**config.mk**
```make
export PLATFORM = sky130hd
export DESIGN_NAME = dsm3_modulator
export DESIGN_NICKNAME = d
export VERILOG_FILES = /design/src/rtl/dsm3_pkg.sv /design/src/rtl/dsm3_ctrl.sv /design/src/rtl/dsm3_integrator.sv /design/src/rtl/dsm3_satadd.sv /design/src/rtl/dsm3_quant.sv /design/src/rtl/dsm3_modulator.sv
export SDC_FILE = /design/constraint.sdc
export NUM_CORES = 2
export LEC_CHECK = 0
export BUFFER_PORTS_ARGS = -buffer_cell sky130_fd_sc_hd__buf_2
export CELL_PAD_IN_SITES_DETAIL_PLACEMENT = 1
export CELL_PAD_IN_SITES_GLOBAL_PLACEMENT = 2
export CORE_MARGIN = 2
export CORE_UTILIZATION = 42
export DETAILED_ROUTE_END_ITERATION = 10
export PLACE_DENSITY_LB_ADDON = 0.1
export SYNTH_ARGS = -nofsm -noshare
export SYNTH_HDL_FRONTEND = slang
export SYNTH_HIERARCHICAL = 1
export SYNTH_SLANG_ARGS = --single-unit
```
**constraint.sdc**
```tcl
create_clock -name clk_i -period 38.7 [get_ports clk_i]
set_clock_uncertainty 0.2 [all_clocks]
set_input_delay 5.805 -clock clk_i [delete_from_list [all_inputs] [get_ports clk_i]]
set_output_delay 5.805 -clock clk_i [all_outputs]
set_load 0.005 [all_outputs]
```
**src/rtl/dsm3_pkg.sv**
```systemverilog
package dsm3_pkg;

    typedef enum logic [0:0] {
        ST_PRIME = 1'b0,
        ST_RUN   = 1'b1
    } dsm3_state_e;

    localparam int unsigned DSM3_GAIN_Q16 = 9830;

endpackage

```
**src/rtl/dsm3_ctrl.sv**
```systemverilog
module dsm3_ctrl
    import dsm3_pkg::*;
(
    input  logic clk_i,
    input  logic rst_i,
    output logic run_o
);

    dsm3_state_e state_q;
    dsm3_state_e state_d;

    always_comb begin
        state_d = state_q;
        unique case (state_q)
            ST_PRIME: state_d = ST_RUN;
            ST_RUN:   state_d = ST_RUN;
            default:  state_d = ST_PRIME;
        endcase
    end

    always_ff @(posedge clk_i) begin
        if (rst_i) begin
            state_q <= ST_PRIME;
        end else begin
            state_q <= state_d;
        end
    end

    always_comb begin
        run_o = 1'b0;
        unique case (state_q)
            ST_PRIME: run_o = 1'b0;
            ST_RUN:   run_o = 1'b1;
            default:  run_o = 1'b0;
        endcase
    end

    // the priming cycle always hands over to running
    assert_prime_to_run_R2: assert property (@(posedge clk_i) disable iff (rst_i)
        (state_q == ST_PRIME) |=> (state_q == ST_RUN));

endmodule

```
**src/rtl/dsm3_integrator.sv**
```systemverilog
module dsm3_integrator #(
    parameter int                  AW    = 32,
    parameter int                  IW    = 17,
    parameter int                  GF    = 16,
    parameter int unsigned         GAIN  = 9830,
    parameter logic signed [AW-1:0] INIT = '0
) (
    input  logic                 clk_i,
    input  logic                 load_i,
    input  logic                 en_i,
    input  logic signed [IW-1:0] din_i,
    output logic signed [AW-1:0] q_o,
    output logic signed [AW-1:0] q_next_o
);

    localparam int GW = GF + 1;
    localparam int PW = IW + GW;
    localparam int SW = ((AW > PW) ? AW : PW) + 1;
    localparam logic signed [GW-1:0] GAIN_S = GW'(GAIN);
    localparam logic signed [SW-1:0] MAXX = {{(SW-AW+1){1'b0}}, {(AW-1){1'b1}}};
    localparam logic signed [SW-1:0] MINX = {{(SW-AW+1){1'b1}}, {(AW-1){1'b0}}};

    logic signed [PW-1:0] prod;
    logic signed [PW-1:0] inc;
    logic signed [SW-1:0] qx;
    logic signed [SW-1:0] incx;
    logic signed [SW-1:0] sum;

    always_comb begin
        prod = PW'(din_i) * PW'(GAIN_S);
        inc  = prod >>> GF;
        qx   = {{(SW-AW){q_o[AW-1]}}, q_o};
        incx = {{(SW-PW){inc[PW-1]}}, inc};
        sum  = qx + incx;
        if (sum > MAXX) begin
            q_next_o = MAXX[AW-1:0];
        end else if (sum < MINX) begin
            q_next_o = MINX[AW-1:0];
        end else begin
            q_next_o = sum[AW-1:0];
        end
    end

    always_ff @(posedge clk_i) begin
        if (load_i) begin
            q_o <= INIT;
        end else if (en_i) begin
            q_o <= q_next_o;
        end
    end

    // a non-negative increment never makes the accumulator smaller
    assert_no_wrap_up_R7: assert property (@(posedge clk_i) disable iff (load_i)
        (en_i && !inc[PW-1]) |=> (q_o >= $past(q_o)));

    // a negative increment never makes the accumulator larger
    assert_no_wrap_down_R7: assert property (@(posedge clk_i) disable iff (load_i)
        (en_i && inc[PW-1]) |=> (q_o <= $past(q_o)));

    // an idle stage keeps its value
    assert_hold_R2: assert property (@(posedge clk_i) disable iff (load_i)
        (!en_i) |=> $stable(q_o));

endmodule

```
**src/rtl/dsm3_satadd.sv**
```systemverilog
module dsm3_satadd #(
    parameter int AW = 32
) (
    input  logic signed [AW-1:0] a_i,
    input  logic signed [AW-1:0] b_i,
    output logic signed [AW-1:0] y_o
);

    logic signed [AW:0] wide;

    always_comb begin
        wide = {a_i[AW-1], a_i} + {b_i[AW-1], b_i};
        if (wide[AW] != wide[AW-1]) begin
            y_o = wide[AW] ? {1'b1, {(AW-1){1'b0}}} : {1'b0, {(AW-1){1'b1}}};
        end else begin
            y_o = wide[AW-1:0];
        end
    end

endmodule

```
**src/rtl/dsm3_quant.sv**
```systemverilog
module dsm3_quant #(
    parameter int AW = 32,
    parameter int DW = 16
) (
    input  logic                 clk_i,
    input  logic                 load_i,
    input  logic                 en_i,
    input  logic signed [AW-1:0] v2_i,
    input  logic signed [AW-1:0] c3_i,
    output logic                 bit_o,
    output logic signed [DW:0]   fb_o
);

    localparam logic signed [DW:0] REF_P = (DW+1)'((2 ** (DW-1)) - 1);
    localparam logic signed [DW:0] REF_N = -REF_P;

    logic signed [AW:0] v3;
    logic               v3_neg;

    always_comb begin
        v3     = {v2_i[AW-1], v2_i} + {c3_i[AW-1], c3_i};
        v3_neg = v3[AW];
        fb_o   = bit_o ? REF_P : REF_N;
    end

    always_ff @(posedge clk_i) begin
        if (load_i) begin
            bit_o <= 1'b0;
        end else if (en_i) begin
            bit_o <= ~v3_neg;
        end
    end

    // a non-negative comparator input yields a one on the next clock
    assert_sign_one_R6: assert property (@(posedge clk_i) disable iff (load_i)
        (en_i && !v3_neg) |=> bit_o);

    // a negative comparator input yields a zero on the next clock
    assert_sign_zero_R6: assert property (@(posedge clk_i) disable iff (load_i)
        (en_i && v3_neg) |=> !bit_o);

endmodule

```
**src/rtl/dsm3_modulator.sv**
```systemverilog
module dsm3_modulator #(
    parameter int          DW     = 16,
    parameter int          AW     = 32,
    parameter int          GF     = 16,
    parameter int unsigned GAIN_Q = dsm3_pkg::DSM3_GAIN_Q16
) (
    input  logic                 clk_i,
    input  logic                 rst_i,
    input  logic signed [DW-1:0] sample_i,
    output logic                 bit_o
);

    localparam int IW1 = DW + 1;
    localparam logic signed [AW-1:0] HALF = AW'(2 ** (DW-2));

    logic                 run;
    logic signed [DW:0]   fb;
    logic signed [IW1-1:0] err;
    logic signed [AW-1:0] c1_q, c1_n;
    logic signed [AW-1:0] c2_q, c2_n;
    logic signed [AW-1:0] c3_q, c3_n;
    logic signed [AW-1:0] v2;

    always_comb begin
        err = {sample_i[DW-1], sample_i} - fb;
    end

    dsm3_ctrl u_ctrl (
        .clk_i (clk_i),
        .rst_i (rst_i),
        .run_o (run)
    );

    dsm3_integrator #(
        .AW(AW), .IW(IW1), .GF(GF), .GAIN(GAIN_Q), .INIT(HALF)
    ) u_int1 (
        .clk_i    (clk_i),
        .load_i   (rst_i),
        .en_i     (run),
        .din_i    (err),
        .q_o      (c1_q),
        .q_next_o (c1_n)
    );

    dsm3_integrator #(
        .AW(AW), .IW(AW), .GF(GF), .GAIN(GAIN_Q), .INIT('0)
    ) u_int2 (
        .clk_i    (clk_i),
        .load_i   (rst_i),
        .en_i     (run),
        .din_i    (c1_n),
        .q_o      (c2_q),
        .q_next_o (c2_n)
    );

    dsm3_satadd #(.AW(AW)) u_sum12 (
        .a_i (c2_n),
        .b_i (c1_n),
        .y_o (v2)
    );

    dsm3_integrator #(
        .AW(AW), .IW(AW), .GF(GF), .GAIN(GAIN_Q), .INIT('0)
    ) u_int3 (
        .clk_i    (clk_i),
        .load_i   (rst_i),
        .en_i     (run),
        .din_i    (v2),
        .q_o      (c3_q),
        .q_next_o (c3_n)
    );

    dsm3_quant #(.AW(AW), .DW(DW)) u_quant (
        .clk_i  (clk_i),
        .load_i (rst_i),
        .en_i   (run),
        .v2_i   (v2),
        .c3_i   (c3_n),
        .bit_o  (bit_o),
        .fb_o   (fb)
    );

    // reset loads the start state
    assert_reset_state_R1: assert property (@(posedge clk_i)
        rst_i |=> (c1_q == HALF && c2_q == '0 && c3_q == '0 && !bit_o));

    // the priming cycle leaves the loop untouched
    assert_prime_quiet_R2: assert property (@(posedge clk_i) disable iff (rst_i)
        !run |=> ($stable(c1_q) && $stable(c2_q) && $stable(c3_q) && !bit_o));

endmodule

```
[Word-level counts from Yosys, hierarchy flattened]
Index checks and enable logic that the tools add are counted.
Word-level totals
  bits in registers: 98
  bits of input ports: 18
  output and inout bits: 1
  word-level logic and storage cells: 34
Cells by class
  add/subtract/negate cells: 6
  $mul: 3
  order comparisons: 6
  equal/unequal tests: 1
  multiplexer cells: 11
  bitwise operators: 2
Operator list (count)
  two-way mux 32 bit: 8
  > comparator 50 x 32 -> 1 bit (second input constant): 2
  less-than comparator 50 x 32 -> 1 bit (second input constant): 2
  multiplier 32 x 14 -> 46 bit (second input constant): 2
  adder 32 x 31 -> 33 bit: 2
  adder 32 x 32 -> 33 bit: 2
  > comparator 35 x 32 -> 1 bit (second input constant): 1
  less-than comparator 35 x 32 -> 1 bit (second input constant): 1
  adder 32 x 16 -> 33 bit: 1
  multiplier 17 x 14 -> 31 bit (second input constant): 1
  two-way mux 17 bit: 1
  subtractor 17 bit: 1
  NOT 1 bit: 2
  one-hot mux 1 bit (2 select lines): 1
  two-way mux 1 bit: 1
  != test 1 bit: 1

[Longest topological paths before layout]
  depth in word-level cells: 22
  gate-level depth with buffers: 127
  mapped depth without buffers: 120

[Hierarchy]
The synthesis kept the hierarchy.
Modules (own cells, without submodules)
  dsm3_integrator (u_int3): instances 1, cells each 1286, area each 11234.5 um2, sequential area each 640.6 um2
  dsm3_integrator (u_int2): instances 1, cells each 1248, area each 10891.7 um2, sequential area each 640.6 um2
  dsm3_integrator (u_int1): instances 1, cells each 870, area each 7398.3 um2, sequential area each 640.6 um2
  dsm3_satadd: instances 1, cells each 293, area each 2025.7 um2, sequential area each 0.0 um2
  dsm3_modulator: instances 1, cells each 132, area each 884.6 um2, sequential area each 0.0 um2
  dsm3_quant: instances 1, cells each 100, area each 838.3 um2, sequential area each 20.0 um2
  dsm3_ctrl: instances 1, cells each 2, area each 23.8 um2, sequential area each 20.0 um2

[Worst setup path after synthesis]
OpenSTA, ideal clock, no wires.
  path type: input to register
  start: in sample_i[5]
  end: reg u_quant.bit_o
  library setup time: 0.095 ns
  arrival time: 32.808 ns
  data required time: 38.405 ns
  setup slack: 5.597 ns
  cell stages on the path: 112
  path buffers: 6
  cells stage by stage: ha_1 a21o_1 a31o_1 o211a_1 a211o_1 xnor2_1 ha_1 inv_1 ha_1 fa_1 inv_1 fa_1 inv_1 fa_1 inv_1 fa_1 inv_1 ha_1 (+76 left out) or4_1 o311ai_0 ha_1 a21o_1 a21o_1 a21oi_1 o2111ai_1 nor3_2 nor2_2 buf_2 maj3_2 ha_1 nand4_1 a211o_1 a311oi_1 o311ai_1 o32a_1 o311ai_1
On the way
  cells in the longest elaborated chain, start to end: 21
  elaborated cells on any way between the ends: 25
  those cells by class: 6 x add/sub; 3 x mul; 6 x order compare; 1 x eq/ne; 8 x mux; 1 x bitwise
Ends and longest elaborated chain
  start: declaration: line dsm3_modulator.sv:9  | input logic signed [DW-1:0] sample_i,
  subtractor 17 bit *: line dsm3_modulator.sv:25  | err = {sample_i[DW-1], sample_i} - fb;
  named net err[16]: line dsm3_modulator.sv:18  | logic signed [IW1-1:0] err;
  multiplier 17 x 14 -> 31 bit *: line dsm3_integrator.sv:30  | prod = PW'(din_i) * PW'(GAIN_S);
  adder 32 x 16 -> 33 bit *: line dsm3_integrator.sv:34  | sum = qx + incx;
  less-than comparator 35 x 32 -> 1 bit: line dsm3_integrator.sv:37  | end else if (sum < MINX) begin
  two-way mux 32 bit: line dsm3_integrator.sv:37
  two-way mux 32 bit *: line dsm3_integrator.sv:35  | if (sum > MAXX) begin
  named net c1_n[9]: line dsm3_modulator.sv:19  | logic signed [AW-1:0] c1_q, c1_n;
  (+5 left out)
  named net c2_n[12]: line dsm3_modulator.sv:20  | logic signed [AW-1:0] c2_q, c2_n;
  (+3 left out)
  named net v2[4]: line dsm3_modulator.sv:22  | logic signed [AW-1:0] v2;
  multiplier 32 x 14 -> 46 bit *: line dsm3_integrator.sv:30
  adder 32 x 31 -> 33 bit *: line dsm3_integrator.sv:34
  less-than comparator 50 x 32 -> 1 bit: line dsm3_integrator.sv:37
  two-way mux 32 bit: line dsm3_integrator.sv:37
  two-way mux 32 bit *: line dsm3_integrator.sv:35
  named net c3_n[7]: line dsm3_modulator.sv:21  | logic signed [AW-1:0] c3_q, c3_n;
  adder 32 x 32 -> 33 bit *: line dsm3_quant.sv:21  | v3 = {v2_i[AW-1], v2_i} + {c3_i[AW-1], c3_i};
  NOT 1 bit *: line dsm3_quant.sv:30  | bit_o <= ~v3_neg;
  end signal: assignment: line dsm3_quant.sv:30
  end: declaration: line dsm3_quant.sv:10  | output logic bit_o,
Mark *: on every way through the listed nets, which the timed path passes. The rest lies on a longest branch.
A chain may end at the register's enable or synchronous reset.

[Worst setup path in the final report]
  start: in sample_i[0]
  end: reg u_quant.bit_o
The elaborated chain is that of the path after synthesis.

==> impl_metrics.yaml <==
global_route:
  grtUsageMet3: 0.0133
  grt_use_met1: 0.324
  overflow: 0
  grt_max_degree: 42
  antenna_found_initial: 0
  grt_pass1_vias: 28248
  grt_most_used_layer: "met2"
  grt_pass1_wl_um: 154000
  grt_usage: 0.236
  grt_util_met2: 0.415
setup_path:
  path_delay_family: "adder cells"
  critPathSlowestCell: "maj3_1"
  max_stage_delay_ns: 0.71
  crit_path_start: "sample_i[0]"
  critPathLaunchType: "input port"
  path_buf_inv: 12
  crit_end: "u_quant/bit_o$_SDFFE_PP0P_"
  cp.arrival_ns: 36.46
  reg2reg_slack_ns: 6.83
  path_depth: 106
  timing.rr.start: "u_quant/bit_o$_SDFFE_PP0P_"
  end_kind: "register"
  worst-r2r-cell-count: 104
  worstPathRequired_ns: 38.80
  path_max_fanout: 29
  worstReg2RegEnd: "u_quant/bit_o$_SDFFE_PP0P_"
  critPathKind: "in -> reg"
die:
  ios: 19
  die_y_um: 286
  rows: 103
  core_area_sq_mm: 0.0787
  die-area_sq_mm: 0.0815
  start_util: 0.423
  die_width_um: 286
synth:
  synth_edf_count: 0
  synth.net_count: 5013
  synth_top_family_by_area: "adder cells"
  synth.most_common_cell: "inv_1"
  ys_ff_latch: 98
  avgSynthCellArea_sq_um: 8.47
  synthDistinctLibCells: 107
  yosys_warnings: 6
  synthCells: 3931
  synth-compound-area-share: 0.167
  synthTopCellsByCount: "inv_1, ha_1, fa_1, nor2_1, a21oi_1"
  ys.flop_type: "dfxtp_1"
  synthArstFlopShare: 0
  yosysTopAreaCell: "ha_1"
  synth_top_cells_by_area: "ha_1, fa_1, inv_1"
  muxShareOfSynthArea: 0.00327
  synth_area_sq_mm: 0.0333
  synth_xor_area_frac: 0.0497
  synthAdderAreaFrac: 0.504
  yosysTopAreaCellShare: 0.249
  ys_seq_area_frac: 0.0589
  yosys.area_share.simple: 0.110
sta:
  maxSlewViolCount: 0
  setup_violations: 0
  fin_ws_ns: 2.33
  rsz0062_at_grt: "no"
  relSlewSlack: 0.322
  fmax_ghz: 0.0275
  min_period_ns: 36.37
  post-route-period-util: 0.940
  setup_tns_ns: 0
  hold_viol: 0
  tightest_slew_ns: 1.01
clock_tree:
  numCtsBuffers: 9
  h-tree-depth: 3
  hold_buffers: 0
  clk_path_buf_depth: 2
  cts_tree: "built"
  path_clk_slew_ns: 0.08
  cts-root-buf: "clkbuf_16"
  clk_latency_ns: 0.40
  post-cts-setup-buffers: 0
  cts_sinks: 98
min_path:
  hp-class: "reg -> reg"
status:
  status: "finished clean"
detailed_routing:
  ant_nets: 0
  vias: 26498
  first_iter_violations: 926
  drc: 0
  via_per_inst: 5.28
  first_pass_iters: 5
  drt_wl_total_um: 95100
  drt-wirelength-per-cell_um: 19.0
finish:
  nets: 5044
  stdcell_count: 5017
  antenna_cells: 0
  regArea_sq_mm: 0.00196
  drive_gt1_frac: 0.0628
  num-fill-cells: 9463
  post-route-util: 0.448
  multiInputGateArea_sq_mm: 0.0278
  synthToLayoutAreaGrowth_pct: 5.91
placed_design:
  io_buffers: 18
  placedCellCount: 5001
  detailedPlacementHpwl_um: 81700
  routabilityCongestion: 0.857
  pre_cts_ws_ns: 1.21
flow_run:
  maxCapViolCount: 0
sequential cells by signal, indices dropped and copies added (netlist names):
| register | cells |
|---|---|
| u_int2/q_o | 32 |
| u_int3/q_o | 32 |
| u_quant/bit_o | 1 |
| u_ctrl/state_q | 1 |
| u_int1/q_o | 32 |
logic make-up after synthesis:
kind of cell    after synthesis
simple gates                776
fa+ha+maj                  1107
xor+xnor                    188
mux                          10
other cells                   1
compound gates              851
flops                        98
buf+inv                     900
worst min path at each step:
| stage | endpoint | slack (ns) | from | cells past startpoint |
|---|---|---|---|---|
| 2_1_floorplan | u_int2/q_o[10]$_SDFFE_PP0P_ | 0.23 | u_int2/q_o[10]$_SDFFE_PP0P_ | 2 |
| 3_3_place_gp | u_int1/q_o[22]$_SDFFE_PP0P_ | 0.25 | u_int1/q_o[22]$_SDFFE_PP0P_ | 2 |
| 3_5_place_dp | u_int1/q_o[11]$_SDFFE_PP0P_ | 0.25 | u_int1/q_o[11]$_SDFFE_PP0P_ | 2 |
| 4_1_cts | u_int2/q_o[13]$_SDFFE_PP0P_ | 0.27 | u_int2/q_o[13]$_SDFFE_PP0P_ | 2 |
| 5_1_grt | u_int2/q_o[11]$_SDFFE_PP0P_ | 0.28 | u_int2/q_o[11]$_SDFFE_PP0P_ | 2 |
| 6_report | u_int1/q_o[24]$_SDFFE_PP0P_ | 0.26 | u_int1/q_o[24]$_SDFFE_PP0P_ | 2 |
stage by stage:
step	cell area, sq um	hold WS [ns]
after floorplan	33300	0.230
after global placement	34900	0.245
after detailed placement	34900	0.253
after CTS	35200	0.270
after global routing	35300	0.282
final	35300	0.265
placed cells by master, fill, tap and decap left out, types with 9 or more instances in the layout:
cell / instances
o211ai_1: 33
nand4_1: 47
a31oi_1: 27
nand2b_1: 35
a21o_1: 63
maj3_1: 21
a21boi_0: 14
o21ai_0: 161
inv_1: 798
xor2_1: 70
o21bai_1: 24
o21ai_1: 25
a21oi_1: 260
a311oi_1: 15
or3_1: 13
buf_4: 100
nor3_1: 41
buf_2: 18
o21a_1: 45
nor2b_1: 31
xnor2_1: 114
and3_1: 17
ha_1: 662
nor4_1: 10
o31ai_1: 11
and2_1: 11
nand2_1: 211
dfxtp_1: 97
maj3_2: 22
o21ai_2: 22
nand3_1: 45
clkbuf_16: 9
a221oi_1: 9
fa_1: 402
nor2_1: 272
a211oi_1: 35
a211oi_2: 10
metal layers:
metal	share of wire	wire, um
met3	0.011	1070
met5	0	0
met4	0.013	1190
met2	0.49	46300
met1	0.49	46600
worst register-to-register path, delay by kind of cell, from the launching register on:
kind                       cells  cell delay (ns)
DFF                            1             0.90
adders and majority gates     28            12.34
buffers and inverters         11             1.08
and+or+nand+nor               25             5.44
AOI/OAI and AO/OA             35             9.44
xor gates and xnor gates       3             1.48
muxes                          2             0.85
timing repair:
action / CTS / global route
endpoints found under the setup margin: 0 / 1
endpoints found under the hold margin: 0 / 0
resized for setup: 0 / 4
final cells by class:
cell class | count | area share
Tap cell | 1050 | 0.0373
Inverter | 801 | 0.0853
Multi-Input combinational cell | 2933 | 0.789
Clock buffer | 9 | 0.00639
Sequential cell | 98 | 0.0557
Timing Repair Buffer | 119 | 0.0244
Clock inverter | 7 | 0.00174
Power is left out: the tool's default activity adds up to more than one toggle a clock period on the data nets, which glitch-free logic cannot reach.
